## config.mk

```make
export PLATFORM = sky130hd
export DESIGN_NAME = nand_page_sched
export DESIGN_NICKNAME = d
export VERILOG_FILES = /design/src/rtl/nps_pkg.sv /design/src/rtl/nps_strobe.sv /design/src/rtl/nps_rotor.sv /design/src/rtl/nand_page_sched.sv
export SDC_FILE = /design/constraint.sdc
export NUM_CORES = 1
export LEC_CHECK = 0
export BUFFER_PORTS_ARGS = -buffer_cell sky130_fd_sc_hd__buf_2
export CAP_MARGIN = 20
export CORE_ASPECT_RATIO = 0.8
export CORE_UTILIZATION = 60
export DETAILED_ROUTE_END_ITERATION = 12
export GPL_ROUTABILITY_DRIVEN = 0
export PLACE_DENSITY = 0.88
export SLEW_MARGIN = 20
export SYNTH_ARGS = -nofsm -noshare
export SYNTH_HDL_FRONTEND = slang
export SYNTH_HIERARCHICAL = 1
export SYNTH_SLANG_ARGS = --single-unit
export TNS_END_PERCENT = 20
```

## constraint.sdc

```tcl
create_clock -name clk -period 3.02 [get_ports clk]
set_input_delay 0.453 -clock clk [delete_from_list [all_inputs] [get_ports clk]]
set_output_delay 0.453 -clock clk [all_outputs]
set_load 0.02 [all_outputs]
```

## src/rtl/nps_pkg.sv

```systemverilog
package nps_pkg;
    localparam int BUS_W = 8;
    localparam int COL_BYTES = 2;
    localparam logic [BUS_W-1:0] OP_PROGRAM = 8'h80;
    localparam logic [BUS_W-1:0] OP_CONFIRM = 8'h10;

    typedef enum logic [3:0] {
        ST_WAIT,
        ST_CMD_SU,
        ST_CMD,
        ST_ADR_SU,
        ST_ADR,
        ST_DAT_SU,
        ST_DAT,
        ST_FIN_SU,
        ST_FIN,
        ST_DONE
    } sched_state_e;
endpackage

```

## src/rtl/nps_strobe.sv

```systemverilog
module nps_strobe #(
    parameter int WE_LO = 2,
    parameter int WE_HI = 2
)(
    input  logic clk,
    input  logic rst_n,
    input  logic start,
    output logic busy,
    output logic low,
    output logic fin
);
    localparam int LAST = WE_LO + WE_HI - 1;
    localparam int CNTW = $clog2(LAST + 2);

    logic [CNTW-1:0] cnt_q;

    always_ff @(posedge clk) begin
        if (!rst_n) begin
            busy  <= 1'b0;
            cnt_q <= '0;
        end else if (start && !busy) begin
            busy  <= 1'b1;
            cnt_q <= '0;
        end else if (busy) begin
            if (cnt_q == CNTW'(LAST)) begin
                busy <= 1'b0;
            end else begin
                cnt_q <= cnt_q + 1'b1;
            end
        end
    end

    always_comb begin
        low = busy && (cnt_q < CNTW'(WE_LO));
        fin = busy && (cnt_q == CNTW'(LAST));
    end

    // a new pulse is only requested once the previous one has ended
    assert_start_idle_R6: assert property (@(posedge clk) disable iff (!rst_n)
        start |-> !busy);
endmodule

```

## src/rtl/nps_rotor.sv

```systemverilog
module nps_rotor #(
    parameter int NUM_CHIPS = 4,
    parameter int ROW_W = 24
)(
    input  logic                         clk,
    input  logic                         rst_n,
    input  logic                         advance,
    output logic [$clog2(NUM_CHIPS)-1:0] chip,
    output logic [ROW_W-1:0]             page
);
    localparam int CW = $clog2(NUM_CHIPS);

    always_ff @(posedge clk) begin
        if (!rst_n) begin
            chip <= '0;
            page <= '0;
        end else if (advance) begin
            if (chip == CW'(NUM_CHIPS - 1)) begin
                chip <= '0;
                page <= page + 1'b1;
            end else begin
                chip <= chip + 1'b1;
            end
        end
    end

    // wrapping from the last device starts the next page address
    assert_wrap_R4: assert property (@(posedge clk) disable iff (!rst_n)
        (advance && chip == CW'(NUM_CHIPS - 1)) |=> (chip == '0 && page == $past(page) + 1'b1));
endmodule

```

## src/rtl/nand_page_sched.sv

```systemverilog
module nand_page_sched
    import nps_pkg::*;
#(
    parameter int NUM_CHIPS  = 4,
    parameter int PAGE_BYTES = 16,
    parameter int ROW_BYTES  = 3,
    parameter int WE_LO      = 2,
    parameter int WE_HI      = 2,
    parameter int SETUP      = 2
)(
    input  logic                         clk,
    input  logic                         rst_n,
    input  logic                         in_valid,
    input  logic [7:0]                   in_data,
    output logic                         in_ready,
    input  logic [NUM_CHIPS-1:0]         chip_rdy,
    output logic [7:0]                   nand_io,
    output logic                         nand_ce_n,
    output logic                         nand_cle,
    output logic                         nand_ale,
    output logic [NUM_CHIPS-1:0]         nand_we_n,
    output logic [NUM_CHIPS-1:0]         nand_re_n,
    output logic                         done_pulse,
    output logic [$clog2(NUM_CHIPS)-1:0] done_chip,
    output logic [8*ROW_BYTES-1:0]       done_page
);
    localparam int CW      = $clog2(NUM_CHIPS);
    localparam int ROW_W   = 8 * ROW_BYTES;
    localparam int ADR_CYC = COL_BYTES + ROW_BYTES;
    localparam int AIW     = $clog2(ADR_CYC);
    localparam int BCW     = $clog2(PAGE_BYTES + 1);
    localparam int SUW     = $clog2(SETUP + 1);

    sched_state_e state_q, state_d;

    logic [SUW-1:0]   su_cnt;
    logic [BCW-1:0]   byte_cnt;
    logic [AIW-1:0]   adr_idx;
    logic             issued;
    logic [BUS_W-1:0] io_q;
    logic [BUS_W-1:0] bus_val;
    logic             stb_start, stb_busy, stb_low, stb_fin;
    logic [CW-1:0]    cur_chip;
    logic [ROW_W-1:0] page_q;
    logic             su_state, su_last, byte_full, adr_last;
    logic [8*ADR_CYC-1:0] adr_word;
    logic [BUS_W-1:0] adr_byte;

    nps_strobe #(.WE_LO(WE_LO), .WE_HI(WE_HI)) i_strobe (
        .clk   (clk),
        .rst_n (rst_n),
        .start (stb_start),
        .busy  (stb_busy),
        .low   (stb_low),
        .fin   (stb_fin)
    );

    nps_rotor #(.NUM_CHIPS(NUM_CHIPS), .ROW_W(ROW_W)) i_rotor (
        .clk     (clk),
        .rst_n   (rst_n),
        .advance (state_q == ST_DONE),
        .chip    (cur_chip),
        .page    (page_q)
    );

    assign su_state  = (state_q == ST_CMD_SU) || (state_q == ST_ADR_SU) ||
                       (state_q == ST_DAT_SU) || (state_q == ST_FIN_SU);
    assign su_last   = (su_cnt == SUW'(SETUP - 1));
    assign byte_full = (byte_cnt == BCW'(PAGE_BYTES));
    assign adr_last  = (adr_idx == AIW'(ADR_CYC - 1));
    assign adr_word  = {page_q, {(8*COL_BYTES){1'b0}}};
    assign adr_byte  = adr_word[int'(adr_idx)*8 +: 8];

    // state register
    always_ff @(posedge clk) begin
        if (!rst_n) state_q <= ST_WAIT;
        else        state_q <= state_d;
    end

    // next-state logic
    always_comb begin
        state_d = state_q;
        unique case (state_q)
            ST_WAIT:   if (chip_rdy[cur_chip])          state_d = ST_CMD_SU;
            ST_CMD_SU: if (su_last)                     state_d = ST_CMD;
            ST_CMD:    if (stb_fin)                     state_d = ST_ADR_SU;
            ST_ADR_SU: if (su_last)                     state_d = ST_ADR;
            ST_ADR:    if (stb_fin && adr_last)         state_d = ST_DAT_SU;
            ST_DAT_SU: if (su_last)                     state_d = ST_DAT;
            ST_DAT:    if (stb_fin && byte_full)        state_d = ST_FIN_SU;
            ST_FIN_SU: if (su_last)                     state_d = ST_FIN;
            ST_FIN:    if (stb_fin)                     state_d = ST_DONE;
            ST_DONE:                                    state_d = ST_WAIT;
            default:                                    state_d = ST_WAIT;
        endcase
    end

    // output and request decode
    always_comb begin
        nand_cle   = 1'b0;
        nand_ale   = 1'b0;
        nand_ce_n  = 1'b0;
        in_ready   = 1'b0;
        stb_start  = 1'b0;
        bus_val    = io_q;
        done_pulse = 1'b0;
        unique case (state_q)
            ST_WAIT:   nand_ce_n = 1'b1;
            ST_CMD_SU: nand_cle = 1'b1;
            ST_CMD: begin
                nand_cle  = 1'b1;
                bus_val   = OP_PROGRAM;
                stb_start = !stb_busy && !issued;
            end
            ST_ADR_SU: nand_ale = 1'b1;
            ST_ADR: begin
                nand_ale  = 1'b1;
                bus_val   = adr_byte;
                stb_start = !stb_busy && !issued;
            end
            ST_DAT_SU: ;
            ST_DAT: begin
                in_ready  = !stb_busy && !byte_full;
                bus_val   = in_data;
                stb_start = in_valid && !stb_busy && !byte_full;
            end
            ST_FIN_SU: nand_cle = 1'b1;
            ST_FIN: begin
                nand_cle  = 1'b1;
                bus_val   = OP_CONFIRM;
                stb_start = !stb_busy && !issued;
            end
            ST_DONE: begin
                nand_ce_n  = 1'b1;
                done_pulse = 1'b1;
            end
            default: nand_ce_n = 1'b1;
        endcase
    end

    // sequence counters and bus register
    always_ff @(posedge clk) begin
        if (!rst_n) begin
            su_cnt   <= '0;
            byte_cnt <= '0;
            adr_idx  <= '0;
            issued   <= 1'b0;
            io_q     <= '0;
        end else begin
            if (stb_start) io_q <= bus_val;
            if (stb_start)    issued <= 1'b1;
            else if (stb_fin) issued <= 1'b0;
            su_cnt <= su_state ? su_cnt + 1'b1 : '0;
            if (state_q == ST_WAIT) begin
                byte_cnt <= '0;
                adr_idx  <= '0;
            end else begin
                if (state_q == ST_DAT && stb_start)            byte_cnt <= byte_cnt + 1'b1;
                if (state_q == ST_ADR && stb_fin && !adr_last) adr_idx  <= adr_idx + 1'b1;
            end
        end
    end

    assign nand_io   = io_q;
    assign done_chip = cur_chip;
    assign done_page = page_q;

    for (genvar g = 0; g < NUM_CHIPS; g++) begin : g_chip
        assign nand_we_n[g] = !(stb_low && (cur_chip == CW'(g)));
        assign nand_re_n[g] = 1'b1;
    end

    assert_one_we_R3: assert property (@(posedge clk) disable iff (!rst_n)
        $countones(~nand_we_n) <= 1);

    assert_no_cle_ale_R8: assert property (@(posedge clk) disable iff (!rst_n)
        !(nand_cle && nand_ale));

    assert_ce_with_we_R8: assert property (@(posedge clk) disable iff (!rst_n)
        (nand_we_n != '1) |-> !nand_ce_n);

    assert_latch_setup_R7: assert property (@(posedge clk) disable iff (!rst_n)
        ($rose(nand_cle) || $fell(nand_cle) || $rose(nand_ale) || $fell(nand_ale)) |-> (&nand_we_n));

    assert_io_hold_R6: assert property (@(posedge clk) disable iff (!rst_n)
        ((nand_we_n != '1) && $past(nand_we_n != '1)) |-> $stable(nand_io));

    assert_wait_busy_R5: assert property (@(posedge clk) disable iff (!rst_n)
        (state_q == ST_WAIT && !chip_rdy[cur_chip]) |=> ((&nand_we_n) && !in_ready));

    assert_done_single_R9: assert property (@(posedge clk) disable iff (!rst_n)
        done_pulse |=> !done_pulse);

    assert_accept_pulse_R10: assert property (@(posedge clk) disable iff (!rst_n)
        (in_valid && in_ready) |=> (nand_we_n != '1));
endmodule

```

==> results of run 1 <==
==> how the worst max path moves through the flow <==
stage                        startpoint                to  slack [ns]  cells past startpoint
final                        state_q[3]  i_rotor/page[15]        0.57                      5
after global routing         state_q[3]  i_rotor/page[15]        0.33                      5
after CTS                 i_strobe/busy      nand_we_n[0]        0.59                      3
after detailed placement     state_q[1]  i_rotor/page[15]        0.69                      6
after global placement       state_q[3]  i_rotor/page[11]        0.79                      5
after floorplan              state_q[3]  i_rotor/page[23]        0.77                      9
==> power groups by stage <==
stage               Combinational, mW  Clock [mW]  Sequential [mW]
floorplan                       0.161           0            0.740
global placement                0.186           0            0.757
detailed placement              0.188           0            0.760
CTS                             0.188       0.511            0.743
global route                    0.209       0.538            0.748
finish                          0.189       0.503            0.743
==> critical path: stages, from the launching register on <==
cell,delay [ns]
dfxtp_1,0.70
and3_1,0.43
and3_1,0.35
nand4_1,0.33
or3_1,0.42
a21oi_1,0.14
==> routing by layer <==
metal | part of all wire, % | vias up | wire length (um) | track usage, %
met5 | 0 | - | 0 | 0
met4 | 1.1 | 0 | 85 | 8.836
li1 | - | 1406 | - | -
met2 | 44 | 118 | 3276 | 40.37
met3 | 7.2 | 12 | 539 | 4.833
met1 | 48 | 1387 | 3541 | 40.26
==> cell usage after synthesis, types with 2 or more instances <==
| cell type | count | share of area, % |
|---|---|---|
| nand3_2 | 2 | 0.63 |
| xor2_1 | 15 | 4.1 |
| inv_1 | 8 | 0.95 |
| o21ai_1 | 2 | 0.32 |
| o31ai_1 | 7 | 1.7 |
| a21o_1 | 2 | 0.47 |
| buf_2 | 8 | 1.3 |
| mux2i_1 | 4 | 1.3 |
| nand2b_1 | 5 | 0.99 |
| nor2_1 | 26 | 3.1 |
| nand3b_1 | 16 | 3.8 |
| xnor2_1 | 2 | 0.55 |
| o21ai_0 | 16 | 2.5 |
| a41oi_1 | 2 | 0.55 |
| dfxtp_1 | 53 | 34 |
| or3_2 | 2 | 0.47 |
| nor2b_1 | 3 | 0.59 |
| nand3_1 | 13 | 2.1 |
| and2_1 | 2 | 0.40 |
| or2_2 | 2 | 0.40 |
| nand4b_1 | 2 | 0.55 |
| a221o_1 | 6 | 1.9 |
| a211oi_2 | 6 | 2.4 |
| a22o_1 | 7 | 1.9 |
| nand4bb_1 | 3 | 1.1 |
| or4_1 | 3 | 0.71 |
| mux2_2 | 2 | 0.71 |
| ha_1 | 9 | 3.6 |
| buf_6 | 3 | 1.1 |
| a31oi_1 | 2 | 0.40 |
| and3_2 | 3 | 0.71 |
| and4_1 | 2 | 0.55 |
| clkbuf_1 | 6 | 0.71 |
| or3_1 | 9 | 1.8 |
| buf_4 | 9 | 2.1 |
| nand2_1 | 28 | 3.3 |
| nor4bb_1 | 3 | 0.95 |
| nand4_1 | 11 | 2.2 |
| nor3_1 | 3 | 0.47 |
| and3_1 | 7 | 1.4 |
| a21oi_1 | 22 | 3.5 |
==> state kept, by name, indices dropped and copies added (netlist names) <==
signal / cells
i_rotor/page: 24
nand_io: 8
byte_cnt: 5
state_q: 4
adr_idx: 3
i_strobe/cnt_q: 3
i_rotor/chip: 2
su_cnt: 2
i_strobe/busy: 1
issued: 1
==> cell type report <==
cell class,count,area [um2],share of cell area [%]
repair buffers,57,285.3,8.166
well taps,62,77.57,2.221
clock inverters,1,30.03,0.8596
inverters,9,33.78,0.9670
flip-flops and latches,53,1061,30.37
clock buffers,7,86.33,2.471
multi-input cells,276,1919,54.94
==> placed cells by master, fill, tap and decap left out, types with 7 or more instances in the layout <==
master	synthesis	routed
o21ai_0	16	16
buf_2	8	57
nand3_1	13	13
a22o_1	7	7
a21oi_1	22	22
and3_1	7	7
xor2_1	15	15
dfxtp_1	53	53
nor2_1	26	26
or3_1	9	9
nand3b_1	16	16
o31ai_1	7	7
nand2_1	28	28
nand4_1	11	11
inv_1	8	8
ha_1	9	9
==> logic make-up (layout without fill, tap and decap cells) <==
kind of cell             after synthesis  count (layout)  synth area share (%)
AO/OA/AOI/OAI                         82              82                 19.01
XOR/XNOR                              17              17                 4.702
adder cells (fa/ha/maj)                9               9                 3.556
buffers and inverters                 35              74                 6.242
flip-flops                            53              53                 33.50
multiplexers                           7               7                 2.687
other                                  1               4                0.1184
AND/OR/NAND/NOR                      157             157                 30.19
==> results.md, run 1 <==
* Outcome: complete, no violations
* Sum of internal, switching and leakage power at 1.436 mW
* Final Slew Violations at 0
* Post-synthesis instance area at 0.003167 mm2
* Final Hold Slack at 0.4315 ns
* Via count at 2923
* Layout cells sized above 1 at 22.83%
* Number of buffers inserted by port buffering at 57
* Placed wire-length estimate after detailed placement at 5326 um
* Die X-Extent at 83.23 um
* DRT antenna net count at 0
* Maximum number of pins on one net before global-route repair at 27
* Fraction of power consumed by combinational cells at 13.2%
* Clock group share of total power at 35.1%
* Max_slew headroom at 52.32%
* Number of enable-type register cells in the synthesized netlist at 0
* Number of buffers on the longest clock path at 2
* Vias in the first global route at 2461
* Placed instance count at 457
* Area overhead of the layout relative to synthesis at 10.31%
* Number of hold-slack violations in the final timing report at 0
* Final critical delay including setup and external delays at 2.448 ns
* Wire length of the first global-routing pass at 12090 um
* Drt first-iter violations at 259
* Die Area at 0.005574 mm2
* Launch point of the worst reg-to-reg path: state_q[3]
* Filler Cells Inserted at 407
* Smallest setup slack after layout at 0.5719 ns
* Total Negative Setup Slacks at 0 ns
* Net switching power figure at 0.3792 mW
* Count of cell types in the netlist at 66
* Most used DFF post-synth: dfxtp_1
* CTS Buf Count at 5
* # clock sinks at 53
* Pleak at 1.385 nW
* CTS Root Buffer Type: clkbuf_8
* Flip-flop and latch count after synthesis at 53
* Cell area reported after detailed placement at 0.003377 mm2
* Reg2Reg Capture Point: i_rotor/page[15]
* Peak supply drop at 331.0 uV
* Clock tree from TritonCTS: done
* Crit path arrival time at 2.68 ns
* Number of primary I/O pins at 62
* Count of TritonRoute iterations in the first routing pass at 7
* Buffers inserted during post-CTS setup optimization at 0
* Resized cells post-CTS at 0
* Required time worst endpoint at 3.25 ns
* DRC errors left at 0
* Maximum frequency from static timing analysis at 408.5 MHz
* Final routed wire length divided by cell count at 16.01 um
* Startpoint Class: flop
* Level count of the clock H-tree at 2
* P_int at 1.056 mW
* Final wirelength at 7443 um
* Clock-pin slew of the registers on the worst-case setup and hold paths at 0.09 ns
* Net count reported at finish at 426
* Net Sw Frac at 26.42%
* Setup repair after global routing missed its margin: no
* Path depth of the worst reg2reg path at 5
* Number of max-capacitance violations reported at 0
* Post-route clock period utilization at 81.06%
* Clock Skews at 0.006265 ns
* Class of the most critical hold timing path: flop to flop
* Diodes inserted at 0
* Worst-Margin Slew at 0.7108 ns
* Synthesis warning total at 6
* Average cell area after synthesis at 8.772 um2
* Number of vias per cell at 6.286
* Cts hold-fix bufs at 0
* Fin util at 69.37%
* Slack of the worst reg-to-reg path at 0.57 ns
* Sequential share of the synthesized area at 33.50%
* Worst slack at placement at 0.6925 ns
* Clock latency of the later-clocked register in the worst-skew pair at 0.31 ns
* Cell count after synthesis at 361
* Share of synthesized registers carrying an async set or reset at 0%
* Endpoint kind of the worst setup timing path: flop
* Effective utilization at floorplan at 62.88%
* Cell area after layout at 0.003493 mm2
* Hold path depth at 1
* Setup Crit Path Kind: flop to flop
* Sequential group share of total power at 51.8%
* Number of setup violations in the final report at 0
* # rows at 23
* Remaining global-route overflow at 0
* Core outline area at 0.005036 mm2
* Hold Path End: su_cnt[0]
* Chip Height at 66.98 um
* CP max FO at 19
* Startpoint of the most critical hold path: su_cnt[0]
* Initial antenna violation count at 0
* Power per Cell Area at 411.0 mW/mm2
* Overall global routing resource usage at 27.44%
* Non-filler instance count after layout at 465
No activity file was read; power rests on OpenSTA's default activity.
==> inputs of run 2 (changes only) <==
Settings changed: ABC_AREA set to 1, CORE_UTILIZATION 60 to 56, PLACE_DENSITY 0.88 to 0.82.
Clock period 3.02 ns to 2.5 ns, I/O delays scaled along.
==> run 2 against run 1 <==
Net effect: final area grew 6.3%; clock-buffer cell count unchanged; fmax rose by 12%; critical path depth is 4 higher; synthesized cell count grew 45%; via count up 18%; hold slack got worse by 0.019 ns; first-iteration DRC count down 15%; setup slack lost 0.26 ns; final cell count up 41%; sequential share of layout area fell by 1.8 points; register-to-register slack got worse by 0.26 ns; critical path type unchanged; largest power group unchanged.
==> results.md, run 2 <==
* Startpoint Class: flop
* Wire length of the first global-routing pass at 13770 um (+14%)
* Outcome: complete, no violations
* CTS Buf Count at 5 (unchanged)
* Max_slew headroom at 60.91% (+8.6 points)
* Core outline area at 0.005555 mm2 (+10%)
* Flip-flop and latch count after synthesis at 53 (unchanged)
* Startpoint of the most critical hold path: in_data[0]
* Post-route clock period utilization at 87.58% (+6.5 points)
* Class of the most critical hold timing path: primary input to flop
* Area share of the leading cell type in the synthesized netlist at 32.13% (-1.4 points)
* Share of synthesized registers carrying an async set or reset at 0% (unchanged)
* CTS Root Buffer Type: clkbuf_8
* Fraction of synthesized cell area in xor and xnor cells at 1.061% (-3.6 points)
* Share of synthesized area spent on multiplexers at 0% (-2.7 points)
* DRC errors left at 0 (unchanged)
* Die X-Extent at 87.85 um (+5.6%)
* Via count at 3451 (+18%)
* Buffers inserted during post-CTS setup optimization at 0 (unchanged)
* Cts hold-fix bufs at 0 (unchanged)
* DRT antenna net count at 0 (unchanged)
* Level count of the clock H-tree at 2 (unchanged)
* Area overhead of the layout relative to synthesis at 12.43%
* First element of the critical path: state_q[0]
* Power per Cell Area at 606.1 mW/mm2 (+47%)
* Top reg by flops: i_rotor/page
* Required time worst endpoint at 2.70 ns (-0.55 ns)
* Sequential share of the synthesized area at 32.13% (-1.4 points)
* Biggest area contributors in the synthesized netlist: dfxtp_1 (32%), nand2_1 (16%), nand3_1 (8.9%), nor2_1 (8.6%), inv_1 (6.4%)
* Post-synthesis instance area at 0.003302 mm2 (+4.3%)
* Drt first-iter violations at 221 (-15%)
* Cell type contributing the most total cell area after synthesis: dfxtp_1
* Remaining global-route overflow at 0 (unchanged)
* Initial antenna violation count at 0 (unchanged)
* Filler Cells Inserted at 538 (+32%)
* Number of hold-slack violations in the final timing report at 0 (unchanged)
* Launch point of the worst reg-to-reg path: state_q[0]
* Clock Skews at 0.008923 ns (+0.002658 ns)
* Count of cell types in the netlist at 38 (-42%)
* Final critical delay including setup and external delays at 2.190 ns (-0.2586 ns)
* Most used DFF post-synth: dfxtp_1
* CP max FO at 8 (-11)
* Most frequent standard cell in the layout excluding fill and tap cells: nand2_1
* Resized cells post-CTS at 0 (unchanged)
* Final routed wire length divided by cell count at 12.19 um (-24%)
* Net count reported at finish at 601 (+41%)
* Number of enable-type register cells in the synthesized netlist at 0 (unchanged)
* Setup repair after global routing missed its margin: no
* # rows at 24 (+4.3%)
* Clock latency of the later-clocked register in the worst-skew pair at 0.30 ns (about the same)
* Pleak at 1.688 nW (+22%)
* Worst-Margin Slew at 0.5818 ns (-0.1290 ns)
* Dominant cell by count in the synthesized netlist: nand2_1
* Dominant combinational cell family by area after synthesis: simple AND/OR/NAND/NOR gates
* Cell count after synthesis at 522 (+45%)
* Max reg flops at 24 (unchanged)
* Setup Crit Path Kind: flop to flop
* Crit path arrival time at 2.39 ns (-0.29 ns)
* Fin util at 66.82% (-2.5 points)
* Chip Height at 70.68 um (+5.5%)
* Number of buffers on the longest clock path at 2 (unchanged)
* Final Slew Violations at 0 (unchanged)
* Post-Synth Simple-Gate Area at 42.44% (+12 points)
* Ranking of synthesized cells by instance count: nand2_1 (141), nor2_1 (76), nand3_1 (59)
* Clock-pin slew of the registers on the worst-case setup and hold paths at 0.10 ns (about the same)
* Effective utilization at floorplan at 59.44% (-3.4 points)
* Number of setup violations in the final report at 0 (unchanged)
* Diodes inserted at 0 (unchanged)
* Peak supply drop at 707.8 uV (+110%)
* Worst slack at placement at 0.3997 ns (-0.2928 ns)
* Average cell area after synthesis at 6.326 um2 (-28%)
* Maximum frequency from static timing analysis at 456.7 MHz (+12%)
* Overall global routing resource usage at 27.37% (-0.065 points)
* Total Negative Setup Slacks at 0 ns (unchanged)
* Synthesis warning total at 6 (unchanged)
* Smallest setup slack after layout at 0.3105 ns (-0.2614 ns)
* Vias in the first global route at 3120 (+27%)
* Number of max-capacitance violations reported at 0 (unchanged)
* Maximum number of pins on one net before global-route repair at 28 (+3.7%)
* Synthesized-area fraction occupied by ao, oa, aoi and oai cells at 10.31% (-8.7 points)
* Clock tree from TritonCTS: done
* Synth Area in Adders at 3.410% (-0.15 points)
* Commonest cells after routing, fill and taps aside: nand2_1 (141), nor2_1 (76), nand3_1 (59), buf_2 (57), inv_1 (56)
* Final wirelength at 7995 um (+7.4%)
* Number of buffers inserted by port buffering at 57 (unchanged)
* Layout cells sized above 1 at 17.30% (-5.5 points)
* Number of vias per cell at 5.261 (-16%)
* Die Area at 0.006209 mm2 (+11%)
* Placed wire-length estimate after detailed placement at 6089 um (+14%)
* Number of primary I/O pins at 62 (unchanged)
* Count of TritonRoute iterations in the first routing pass at 5 (-2)
* Final Hold Slack at 0.4122 ns (-0.01933 ns)
* # clock sinks at 53 (unchanged)
* Endpoint kind of the worst setup timing path: flop
## run 2: changes by cell type in the layout (fill, tap and decap cells not counted), moves of 12 or more
| cell | previous run | this run |
|---|---|---|
| nand3_1 | 13 | 59 |
| nor2_1 | 26 | 76 |
| a21oi_1 | 22 | 39 |
| nand3b_1 | 16 | 1 |
| nand2_1 | 28 | 141 |
| xor2_1 | 15 | 3 |
| inv_1 | 8 | 56 |
## run 2: final cells by class
class	count	area, um2	area share, %
clock buffer	7	96.34	2.595
clock inverter	1	5.005	0.1348
inverter	64	240.2	6.471
multi-input combinational	393	1904	51.30
sequential	53	1061	28.58
tap	78	97.59	2.629
timing repair buffer	60	307.8	8.291
## run 2: routing by layer
layer  up-vias  wire length [um]  GRT usage, %
li1       1757                 -             -
met1      1561              3831         38.53
met2       131              3634         43.41
met3         2               504         4.667
met4         0                25         6.922
met5         -                 0             0
## run 2: path summary, 6_finish.rpt
kind | endpoint | slack [ns] | cells past startpoint
hold reg to reg | su_cnt[0] | 0.44 | 1
setup reg to reg | i_rotor/page[19] | 0.31 | 9
setup / recovery | i_rotor/page[19] | 0.31 | 9
hold / removal | nand_io[0] | 0.41 | 5
## run 2: critical path: stages, from the launching register on
cell and delay, ns:
dfxtp_1 0.51, inv_1 0.12, nor3_1 0.51, nand2_2 0.21, inv_2 0.19, nand3_4 0.16
nor2_4 0.19, nand3_1 0.08, nand2_1 0.07, nor2_1 0.04
## run 2: kinds of logic after synthesis
kind of cell,Yosys count
adder cells (fa/ha/maj),9
buffers and inverters,79
other,1
XOR/XNOR,4
AO/OA/AOI/OAI,64
flip-flops,53
AND/OR/NAND/NOR,312
## run 2: per-stage QoR
stage	power, mW	cell area (um2)	cells
global route	2.394	3712	656
detailed placement	1.724	3611	648
CTS	2.258	3712	656
floorplan	1.590	3313	525
finish	2.250	3712	656
global placement	1.705	3611	648
## run 2: report_power, final
group | leakage [nW] | total, mW | switching (mW) | internal (mW)
Clock | 0.0542 | 0.532 | 0.281 | 0.251
Combinational | 1.21 | 0.722 | 0.490 | 0.232
Sequential | 0.428 | 0.996 | 0.0844 | 0.911
==> inputs of run 3 (changes only) <==
Settings changed: ABC_AREA 1 to 0, BUFFER_PORTS_ARGS -buffer_cell sky130_fd_sc_hd__buf_2 to -buffer_cell sky130_fd_sc_hd__clkbuf_2, CORE_UTILIZATION 56 to 55.
==> run 3 against run 2 <==
Net effect: first-iteration DRC count shrank 6.8%; register-to-register slack gained 0.09 ns; final area is 4.5% lower; non-clock buffer count rose by 3; total power is 24% lower; critical path depth shrank 6; fmax down 6.1%; clock power grew 5.3%; final cell count fell by 26%; clock-buffer cell count down 2; sequential share of layout area grew 1.3 points; largest power group unchanged; highest routed layer unchanged.
==> results.md, run 3 (synthesized netlist as in run 1, its figures left out) <==
* Max reg flops at 24 (unchanged)
* Final Slew Violations at 0 (unchanged)
* CP max FO at 10 (+2)
* Cts hold-fix bufs at 0 (unchanged)
* Chip Height at 69.87 um (-1.1%)
* Wire length of the first global-routing pass at 12160 um (-12%)
* Fraction of power consumed by combinational cells at 15.2% (-17 points)
* Placed instance count at 479 (-26%)
* Number of vias per cell at 5.837 (+11%)
* Non-filler instance count after layout at 486 (-26%)
* Vias in the first global route at 2544 (-18%)
* Net Sw Frac at 26.32% (-12 points)
* Worst-Margin Slew at 0.5391 ns (-0.04273 ns)
* Post-route clock period utilization at 93.28% (+5.7 points)
* Smallest setup slack after layout at 0.1681 ns (-0.1424 ns)
* Count of TritonRoute iterations in the first routing pass at 4 (-1)
* Maximum number of pins on one net before global-route repair at 27 (-3.6%)
* CTS Buf Count at 5 (unchanged)
* Layout cells sized above 1 at 24.02% (+6.7 points)
* Number of buffers inserted by port buffering at 57 (unchanged)
* Fin util at 64.53% (-2.3 points)
* Level count of the clock H-tree at 2 (unchanged)
* Initial antenna violation count at 0 (unchanged)
* Clock latency of the later-clocked register in the worst-skew pair at 0.30 ns (about the same)
* Crit path arrival time at 1.96 ns (-0.43 ns)
* Core outline area at 0.005495 mm2 (-1.1%)
* Net switching power figure at 0.4472 mW (-48%)
* Final routed wire length divided by cell count at 14.71 um (+21%)
* Pleak at 1.386 nW (-18%)
* Sum of internal, switching and leakage power at 1.699 mW (-24%)
* Filler Cells Inserted at 459 (-15%)
* Placed wire-length estimate after detailed placement at 5322 um (-13%)
* Drt first-iter violations at 206 (-6.8%)
* Most frequent standard cell in the layout excluding fill and tap cells: clkbuf_2
* Die X-Extent at 86.84 um (-1.2%)
* Via count at 2837 (-18%)
* Remaining global-route overflow at 0 (unchanged)
* Die Area at 0.006067 mm2 (-2.3%)
* Power per Cell Area at 479.2 mW/mm2 (-21%)
* Resized cells post-CTS at 0 (unchanged)
* Diodes inserted at 0 (unchanged)
* Clock group share of total power at 33.0% (+9.3 points)
* # rows at 24 (unchanged)
* DRT antenna net count at 0 (unchanged)
* Maximum frequency from static timing analysis at 428.8 MHz (-6.1%)
* Number of max-capacitance violations reported at 0 (unchanged)
* Outcome: complete, no violations
* Max_slew headroom at 63.55% (+2.6 points)
* Clock Skews at 0.005921 ns (-0.003002 ns)
* Number of hold-slack violations in the final timing report at 0 (unchanged)
* Endpoint kind of the worst setup timing path: output port
* Top reg by flops: i_rotor/page
* DRC errors left at 0 (unchanged)
* Bufs and invs on worst path at 1 (-1)
* Number of buffers on the longest clock path at 2 (unchanged)
* Effective utilization at floorplan at 57.63% (-1.8 points)
* CP top delay family: simple AND/OR/NAND/NOR gates
* Total Negative Setup Slacks at 0 ns (unchanged)
* Startpoint Class: flop
* # clock sinks at 53 (unchanged)
* Class of the most critical hold timing path: primary input to flop
* Number of setup violations in the final report at 0 (unchanged)
* Critical path, cell by cell: nor3b_1, or3b_2, clkbuf_2
* Biggest cell delay along the critical path at 0.56 ns (+0.05 ns)
* Net count reported at finish at 432 (-28%)
* Worst slack at placement at 0.4558 ns (+0.05615 ns)
* Clock tree from TritonCTS: done
* Sequential group share of total power at 51.8% (+7.5 points)
* Required time worst endpoint at 2.12 ns (-0.58 ns)
* P_int at 1.252 mW (-10%)
* Clock-pin slew of the registers on the worst-case setup and hold paths at 0.09 ns (about the same)
* Area overhead of the layout relative to synthesis at 11.97%
* Commonest cells after routing, fill and taps aside: clkbuf_2 (57), dfxtp_1 (53), nand2_1 (28), nor2_1 (26), a21oi_1 (22)
* Setup repair after global routing missed its margin: no
* Final wirelength at 7150 um (-11%)
* Final critical delay including setup and external delays at 2.332 ns (+0.1424 ns)
* Number of primary I/O pins at 62 (unchanged)
* Peak supply drop at 264.0 uV (-63%)
* Cell with the largest stage delay on the worst path: dfxtp_1
* Overall global routing resource usage at 24.80% (-2.6 points)
* Setup Crit Path Kind: flop to output port
* Buffers inserted during post-CTS setup optimization at 0 (unchanged)
* CTS Root Buffer Type: clkbuf_8
==> run 3: cell count changes in the layout (fill, tap and decap cells not counted), moves of 8 or more <==
cell	change
nand3b_1	+15
xor2_1	+12
nand4_1	+10
nand2_2	-8
or3_1	+9
inv_1	-48
nand2_1	-113
nand3_1	-46
buf_2	-57
nor2_1	-50
a21oi_1	-17
clkbuf_2	+57
==> run 3: final timing paths <==
kind / endpoint / depth (start not counted) / from / slack [ns]
setup / recovery: nand_we_n[0] / 3 / i_strobe/busy / 0.17
hold / removal: nand_io[3] / 3 / in_data[3] / 0.42
setup reg to reg: i_rotor/page[11] / 5 / state_q[3] / 0.40
hold reg to reg: su_cnt[0] / 1 / su_cnt[0] / 0.42
==> run 3: power groups by stage <==
| stage | sequential, mW | combinational (mW) | clock (mW) |
|---|---|---|---|
| 2_1_floorplan | 0.893 | 0.194 | 0 |
| 3_3_place_gp | 0.897 | 0.254 | 0 |
| 3_5_place_dp | 0.898 | 0.256 | 0 |
| 4_1_cts | 0.879 | 0.258 | 0.575 |
| 5_1_grt | 0.883 | 0.287 | 0.609 |
| 6_report | 0.880 | 0.259 | 0.560 |
==> run 3: per-layer routing <==
| layer | up-vias | wire length, um | GRT usage (%) |
|---|---|---|---|
| met5 | - | 0 | 0 |
| met4 | 0 | 38 | 5.370 |
| met3 | 4 | 473 | 4.492 |
| met2 | 86 | 3058 | 34.91 |
| met1 | 1328 | 3581 | 38.77 |
| li1 | 1419 | - | - |
==> run 3: layout make-up <==
cell class | instances | area (um2) | share of cell area [%]
Sequential cell | 53 | 1061 | 29.92
Timing Repair Buffer | 63 | 330.3 | 9.315
Tap cell | 78 | 97.59 | 2.752
Multi-Input combinational cell | 276 | 1919 | 54.13
Clock buffer | 5 | 68.82 | 1.941
Clock inverter | 2 | 35.03 | 0.9880
Inverter | 9 | 33.78 | 0.9527
==> run 3: stage by stage <==
stage | hold slack (ns) | area [um2]
floorplan | 0.3969 | 3178
global placement | 0.4069 | 3442
detailed placement | 0.4138 | 3442
CTS | 0.4210 | 3546
global route | 0.4483 | 3546
finish | 0.4250 | 3546
==> run 3: worst reg2reg max path, stage by stage, from the launching register on <==
cell and delay, ns:
dfxtp_1 0.60, and3_1 0.29, and3_1 0.32, nand4_1 0.29, or3_1 0.38, a21oi_1 0.15
